[config.mk]
export PLATFORM = sky130hd
export DESIGN_NAME = accel_cache_ctrl
export DESIGN_NICKNAME = d
export VERILOG_FILES = /design/src/rtl/accel_cache_pkg.sv /design/src/rtl/accel_addr_decode.sv /design/src/rtl/accel_access_fsm.sv /design/src/rtl/accel_cache_regs.sv /design/src/rtl/accel_cache_ctrl.sv
export SDC_FILE = /design/constraint.sdc
export NUM_CORES = 1
export LEC_CHECK = 0
export BUFFER_PORTS_ARGS = -buffer_cell sky130_fd_sc_hd__buf_2
export CAP_MARGIN = 20
export CORE_AREA = 8 8 45 47
export DETAILED_ROUTE_END_ITERATION = 10
export DIE_AREA = 0 0 53 55
export PLACE_DENSITY = 0.69
export REMOVE_ABC_BUFFERS = 1
export SETUP_SLACK_MARGIN = 0.2
export SYNTH_ARGS = -nofsm -noshare
export SYNTH_HDL_FRONTEND = slang
export SYNTH_SLANG_ARGS = --single-unit
[constraint.sdc]
create_clock -name clk -period 1.51 [get_ports clk]
set_input_delay 0.0755 -clock clk [delete_from_list [all_inputs] [get_ports clk]]
set_output_delay 0.0755 -clock clk [all_outputs]
set_load 0.1 [all_outputs]
[src/rtl/accel_cache_pkg.sv]
package accel_cache_pkg;

    localparam int          ADDR_LSB    = 12;
    localparam int          ADDR_W      = 32 - ADDR_LSB;
    localparam logic [7:0]  WIN_TOP     = 8'h52;
    localparam logic [3:0]  WIN_SUB     = 4'h0;
    localparam logic [3:0]  IO_TOP      = 4'h5;
    localparam logic [19:0] FLOPPY_PAGE = 20'h50016;
    localparam int          SPARE_W     = 2;

    localparam logic [3:0] NIB_SPARE_B = 4'h4;
    localparam logic [3:0] NIB_ON      = 4'h5;
    localparam logic [3:0] NIB_OFF     = 4'h6;
    localparam logic [3:0] NIB_SPARE_A = 4'h7;
    localparam logic [3:0] NIB_FLUSH   = 4'hF;

    typedef enum logic [2:0] {
        CMD_NONE,
        CMD_ON,
        CMD_OFF,
        CMD_FLUSH,
        CMD_SPARE_A,
        CMD_SPARE_B
    } cache_cmd_e;

    typedef enum logic {
        ACC_IDLE,
        ACC_HELD
    } acc_state_e;

endpackage

[src/rtl/accel_addr_decode.sv]
module accel_addr_decode
    import accel_cache_pkg::*;
(
    input  logic [31:ADDR_LSB] addr_hi,
    input  logic               bus_strb,
    input  logic               io_wide_n,
    output logic               win_sel,
    output logic               no_cache,
    output cache_cmd_e         cmd
);
    logic in_win;
    logic in_io;
    logic in_floppy;

    always_comb begin
        in_win    = (addr_hi[31:24] == WIN_TOP);
        in_io     = (addr_hi[31:28] == IO_TOP);
        in_floppy = (addr_hi[31:12] == FLOPPY_PAGE);
        win_sel   = bus_strb && in_win;
        no_cache  = bus_strb && (io_wide_n ? in_floppy : in_io);
    end

    always_comb begin
        cmd = CMD_NONE;
        if (in_win && (addr_hi[23:20] == WIN_SUB)) begin
            case (addr_hi[19:16])
                NIB_ON:      cmd = CMD_ON;
                NIB_OFF:     cmd = CMD_OFF;
                NIB_FLUSH:   cmd = CMD_FLUSH;
                NIB_SPARE_A: cmd = CMD_SPARE_A;
                NIB_SPARE_B: cmd = CMD_SPARE_B;
                default:     cmd = CMD_NONE;
            endcase
        end
    end

    logic unused_lo;
    assign unused_lo = ^addr_hi[15:12];

endmodule

[src/rtl/accel_access_fsm.sv]
module accel_access_fsm
    import accel_cache_pkg::*;
(
    input  logic clk,
    input  logic rst_n,
    input  logic bus_strb,
    output logic fire
);
    acc_state_e state_q;
    acc_state_e state_d;

    always_ff @(posedge clk or negedge rst_n) begin
        if (!rst_n) state_q <= ACC_IDLE;
        else        state_q <= state_d;
    end

    always_comb begin
        state_d = state_q;
        unique case (state_q)
            ACC_IDLE: if (bus_strb)  state_d = ACC_HELD;   // take
            ACC_HELD: if (!bus_strb) state_d = ACC_IDLE;   // release, else hold
        endcase
    end

    always_comb begin
        fire = 1'b0;
        unique case (state_q)
            ACC_IDLE: fire = bus_strb;
            ACC_HELD: fire = 1'b0;
        endcase
    end

endmodule

[src/rtl/accel_cache_regs.sv]
module accel_cache_regs
    import accel_cache_pkg::*;
(
    input  logic               clk,
    input  logic               rst_n,
    input  logic               fire,
    input  cache_cmd_e         cmd,
    input  logic               ext_flush_n,
    output logic               cache_on,
    output logic               flush_pls,
    output logic [SPARE_W-1:0] spare_flags
);
    logic ext_prev_n;
    logic ext_fall;

    assign ext_fall = ext_prev_n && !ext_flush_n;

    always_ff @(posedge clk or negedge rst_n) begin
        if (!rst_n) begin
            cache_on    <= 1'b0;
            flush_pls   <= 1'b0;
            spare_flags <= '0;
            ext_prev_n  <= 1'b1;
        end else begin
            ext_prev_n <= ext_flush_n;
            flush_pls  <= ext_fall || (fire && cmd == CMD_FLUSH);
            if (fire) begin
                case (cmd)
                    CMD_ON:      cache_on       <= 1'b1;
                    CMD_OFF:     cache_on       <= 1'b0;
                    CMD_SPARE_A: spare_flags[0] <= 1'b1;
                    CMD_SPARE_B: spare_flags[1] <= 1'b1;
                    default:     ;
                endcase
            end
        end
    end

endmodule

[src/rtl/accel_cache_ctrl.sv]
module accel_cache_ctrl
    import accel_cache_pkg::*;
(
    input  logic               clk,
    input  logic               rst_n,
    input  logic [31:ADDR_LSB] addr_hi,
    input  logic               bus_strb,
    input  logic               ext_flush_n,
    input  logic               io_wide_n,
    output logic               win_sel,
    output logic               cache_on,
    output logic               flush_pls,
    output logic               no_cache,
    output logic [SPARE_W-1:0] spare_flags
);
    cache_cmd_e cmd;
    logic       fire;

    accel_addr_decode u_dec (
        .addr_hi   (addr_hi),
        .bus_strb  (bus_strb),
        .io_wide_n (io_wide_n),
        .win_sel   (win_sel),
        .no_cache  (no_cache),
        .cmd       (cmd)
    );

    accel_access_fsm u_fsm (
        .clk      (clk),
        .rst_n    (rst_n),
        .bus_strb (bus_strb),
        .fire     (fire)
    );

    accel_cache_regs u_regs (
        .clk         (clk),
        .rst_n       (rst_n),
        .fire        (fire),
        .cmd         (cmd),
        .ext_flush_n (ext_flush_n),
        .cache_on    (cache_on),
        .flush_pls   (flush_pls),
        .spare_flags (spare_flags)
    );

endmodule

Word level (Yosys, flattened, before mapping)

Index checks and enable logic that the tools add are counted.

Register bits after elaboration: 6
Bits of input ports: 25
Word-level logic and storage cells: 38

Eq/ne operators: 13
Muxes and demuxes: 6
Bitwise gates (word level): 1
Reduce and logical (&&, ||, !) cells: 12

Operator list:

| operator                                               | count |
|---|---|
| equality test 20 x 19 -> 1 bit (second input constant) | 1 |
| equality test 4 x 3 -> 1 bit (second input constant)   | 5 |
| one-hot mux 3 bit (5 select lines)                     | 1 |
| equality test 8 x 7 -> 1 bit (second input constant)   | 1 |
| equality test 3 x 2 -> 1 bit (second input constant)   | 2 |
| equality test 3 bit (second input constant)            | 2 |
| AND reduction 2 bit                                    | 3 |
| logical AND 1 bit                                      | 5 |
| equality test 4 bit (second input constant)            | 1 |
| zero test 4 bit                                        | 1 |
| one-hot mux 1 bit (2 select lines)                     | 2 |
| equality test 3 x 1 -> 1 bit (second input constant)   | 1 |
| two-way mux 3 bit                                      | 1 |
| two-way mux 1 bit                                      | 2 |
| nonzero test 2 bit                                     | 1 |
| zero test 1 bit                                        | 1 |
| logical OR 1 bit                                       | 1 |
| NOT 1 bit                                              | 1 |

Longest topological paths before layout

Word-level depth: 6
Gate-level depth with buffers: 4
Mapped depth without buffers: 4

Cells and area by module

Synthesis repeated with hierarchy kept, for this count alone.

Cell total of the unflattened synthesis: 40
Area, all modules: 420.4 um^2

By module, submodules not included:

| module            | times used | cells an instance | area an instance (um^2) |
|---|---|---|---|
| accel_cache_regs  | 1          | 17                | 212.7 |
| accel_addr_decode | 1          | 21                | 168.9 |
| accel_access_fsm  | 1          | 2                 | 38.8 |

Least setup slack after synthesis

OpenSTA, ideal clock, no wires.

Kind: input to output
Start point: input addr_hi[21] (netlist bit)
End point: output no_cache
Data arrival time: 2.099 ns
Required time: 1.434 ns
Path slack: -0.664 ns
Stages: 4
Cells stage by stage: nor4_2 > and4b_1 > nand3_1 > a21boi_1

Cells in the longest elaborated chain, start to end: 3

Ends and longest elaborated chain:

| element                        | RTL line                | text |
|---|---|---|
| start, declared                | accel_cache_ctrl.sv:6   | `input logic [31:ADDR_LSB] addr_hi,` |
| equality test 20 x 19 -> 1 bit | accel_addr_decode.sv:18 | `in_floppy = (addr_hi[31:12] == FLOPPY_PAGE);` |
| two-way mux 1 bit              | accel_addr_decode.sv:20 | `no_cache = bus_strb && (io_wide_n ? in_floppy : in_io);` |
| logical AND 1 bit              | accel_addr_decode.sv:20 |  |
| end, declared                  | accel_cache_ctrl.sv:13  | `output logic no_cache,` |

Every way passes these cells.

Worst setup path in the final report

Ends and elaborated chain as after synthesis.

==> impl_metrics.toml <==
[outcome]
outcome = "completed"

[detailed_routing]
wirelength_um = 1150
routedWlPerCell_um = 13.0
drc_errors = 0
viasPerCell = 4.69
vias = 413
postRouteAntennaNets = 0
drt_first_pass_iters = 4
first_iter_violations = 6

[global_routing]
grt.overflow.total = 0
grt_pass1_vias = 444
grt_max_degree = 7
track_usage_pct = 8.07
grt_first_pass_wirelength_um = 1800
antenna_found_initial = 0

[critical_path]
critPathArrivalTime_ps = 1170
worstPathMaxFanout = 2
r2r-end = "u_regs.cache_on$_DFFE_PN0P_"
rrSetupSlack_ps = 300
cp-end-kind = "output pin"
worst-setup-path-type = "in -> out"
timing.rr.start = "u_fsm.state_q$_DFF_PN0_"
worstSetupStartpointType = "input pin"
worstPathRequired_ps = 1430
reg2reg_depth = 4

[sta]
whs_ps = 135
fin_worst_skew_ps = 9.65
fin_crit_sh_pct = 82.7
rsz0062_at_grt = "yes"
setup_slack_ps = 262
hold_viol = 0
finalSetupTns_ps = 0
period_minus_slack_ps = 1250
worst_slew_pin_slew_ps = 489
fmax_ghz = 0.801
setup_viol = 0
slew-limit-headroom_pct = 67.6
slew_violations = 0

[clocking]
root_buffer = "clkbuf_4"
h-tree-depth = 1
clk-insertion-delay-late_ps = 240
clk_pin_slew_ps = 50
clock-sinks = 6
cts_buffer_depth = 2
cts_tree = "yes"
numCtsBuffers = 3

[logic_synthesis]
seq_area_frac_synth_pct = 44.0
yosysWarningCount = 0
synth.cell_area_um2 = 344
synth-seq-cells = 6
synth_area_per_cell_um2 = 10.1
synth_cells = 34
synth.distinct_cells = 21

[power]
total_power_mw = 0.403
leakagePower_nw = 0.310
irDropWorstVdd_mv = 0.423
power_density_nw_per_um2 = 660

[layout]
drive_gt1_share_pct = 58.3
postLayoutCoreUtil_pct = 44.1
nNetsFinal = 98
multi_input_area_um2 = 206
area_delta_synth_final_pct = 77.5
nFillCells = 148
antennaDiodeCount = 0
finalNonFillerCells = 88
stdcell_area_um2 = 611
regArea_um2 = 151

[run]
drv_cap = 0

[placement]
hpwl_um = 971
pre_cts_slack_ps = 159
dp.cells = 80
io_buffers = 30
dpl-instance-area_um2 = 529
gp_congestion = 0.739

[floorplanning]
ios = 31
die_area_um2 = 2920
fp.dieW_um = 53
die_h_um = 55
initial_core_util_pct = 24.9
num_rows = 14
coreArea_um2 = 1380

[hold_path]
min_path_type = "in -> reg"
whs_path_depth = 3
hp-start = "addr_hi[16]"
min_to = "u_regs.cache_on$_DFFE_PN0P_"
## sequential cells by signal (all words and copies together) (netlist names)
signal              flops
u_regs.cache_on         1
u_fsm.state_q           1
u_regs.ext_prev_n       1
u_regs.spare_flags      2
u_regs.flush_pls        1
## synthesized netlist by cell type
cell type	count	area share (%)
inv_1	1	1.1
nand3b_1	1	2.2
and4b_1	2	5.8
a22oi_1	1	2.2
o21ai_0	1	1.5
a31o_2	1	2.5
nand4_1	1	1.8
nand2b_1	2	3.6
o22ai_1	1	1.8
a41o_2	1	3.3
nand4b_1	1	2.5
nor3_1	2	2.9
nor2_1	3	3.3
and4bb_2	2	7.3
nand3_1	3	4.4
dfrtp_1	5	36
nand2_1	2	2.2
nor4_2	1	3.6
dfstp_2	1	7.6
and3_1	1	1.8
a21boi_1	1	2.2
## power breakdown
part | total [mW] | internal, mW | leakage (nW) | switching (mW)
logic | 0.0839 | 0.0402 | 0.223 | 0.0438
clock network | 0.152 | 0.0997 | 0.0150 | 0.0523
registers | 0.167 | 0.166 | 0.0718 | 0.000828
## routing by layer
metal,GRT usage [%],routed length (um),up-vias
met3,4.28,162,0
met4,3.88,0,0
met1,7.69,371,184
met2,14.1,611,16
li1,-,-,213
met5,0,0,-
## cell type report
class	instances	share of cell area, %
Clock buffer	4	4.30
Inverter	1	0.615
Multi-Input combinational cell	27	33.8
Sequential cell	6	24.8
Tap cell	16	3.28
Timing Repair Buffer	34	33.2
## worst max path at each step
stage	start	endpoint	depth (start not counted)
after floorplan	addr_hi[21]	no_cache	4
after global placement	addr_hi[21]	no_cache	6
after detailed placement	addr_hi[24]	no_cache	6
after CTS	addr_hi[21]	no_cache	6
after global routing	addr_hi[21]	no_cache	6
final	addr_hi[21]	no_cache	6
## placed cells by master, fill, tap and decap left out
master,count
a21boi_2,1
a22oi_1,1
a31o_2,1
a41o_2,1
and3_1,1
and4b_1,2
and4bb_2,2
buf_12,1
buf_2,29
buf_4,1
clkbuf_1,1
clkbuf_4,3
dfrtp_1,5
dfstp_2,1
dlygate4sd3_1,3
inv_1,1
nand2_1,2
nand2b_1,2
nand3_1,3
nand3b_1,1
nand4_1,1
nand4b_1,1
nor2_1,3
nor3_1,1
nor3_2,1
nor4_4,1
o21ai_1,1
o22ai_1,1
## cells by family after synthesis
family	count (synthesis)	share of synthesized area [%]
simple gates	21	41.5
flops	6	44.0
compound gates	6	13.5
buf+inv	1	1.09
## repair_timing
item	in CTS	in global routing
hold buffers	3	0
setup buffers	0	1
gates resized for setup	2	2
pin swaps	0	4
setup endpoints to repair	1	2
endpoints found under the hold margin	8	0
## critical path: stages
cell,delay (ps)
buf_2,110
nor4_4,260
and4b_1,250
nand3_1,90
a21boi_2,180
buf_12,190
Note: power is estimated with default switching activity, not from simulation.
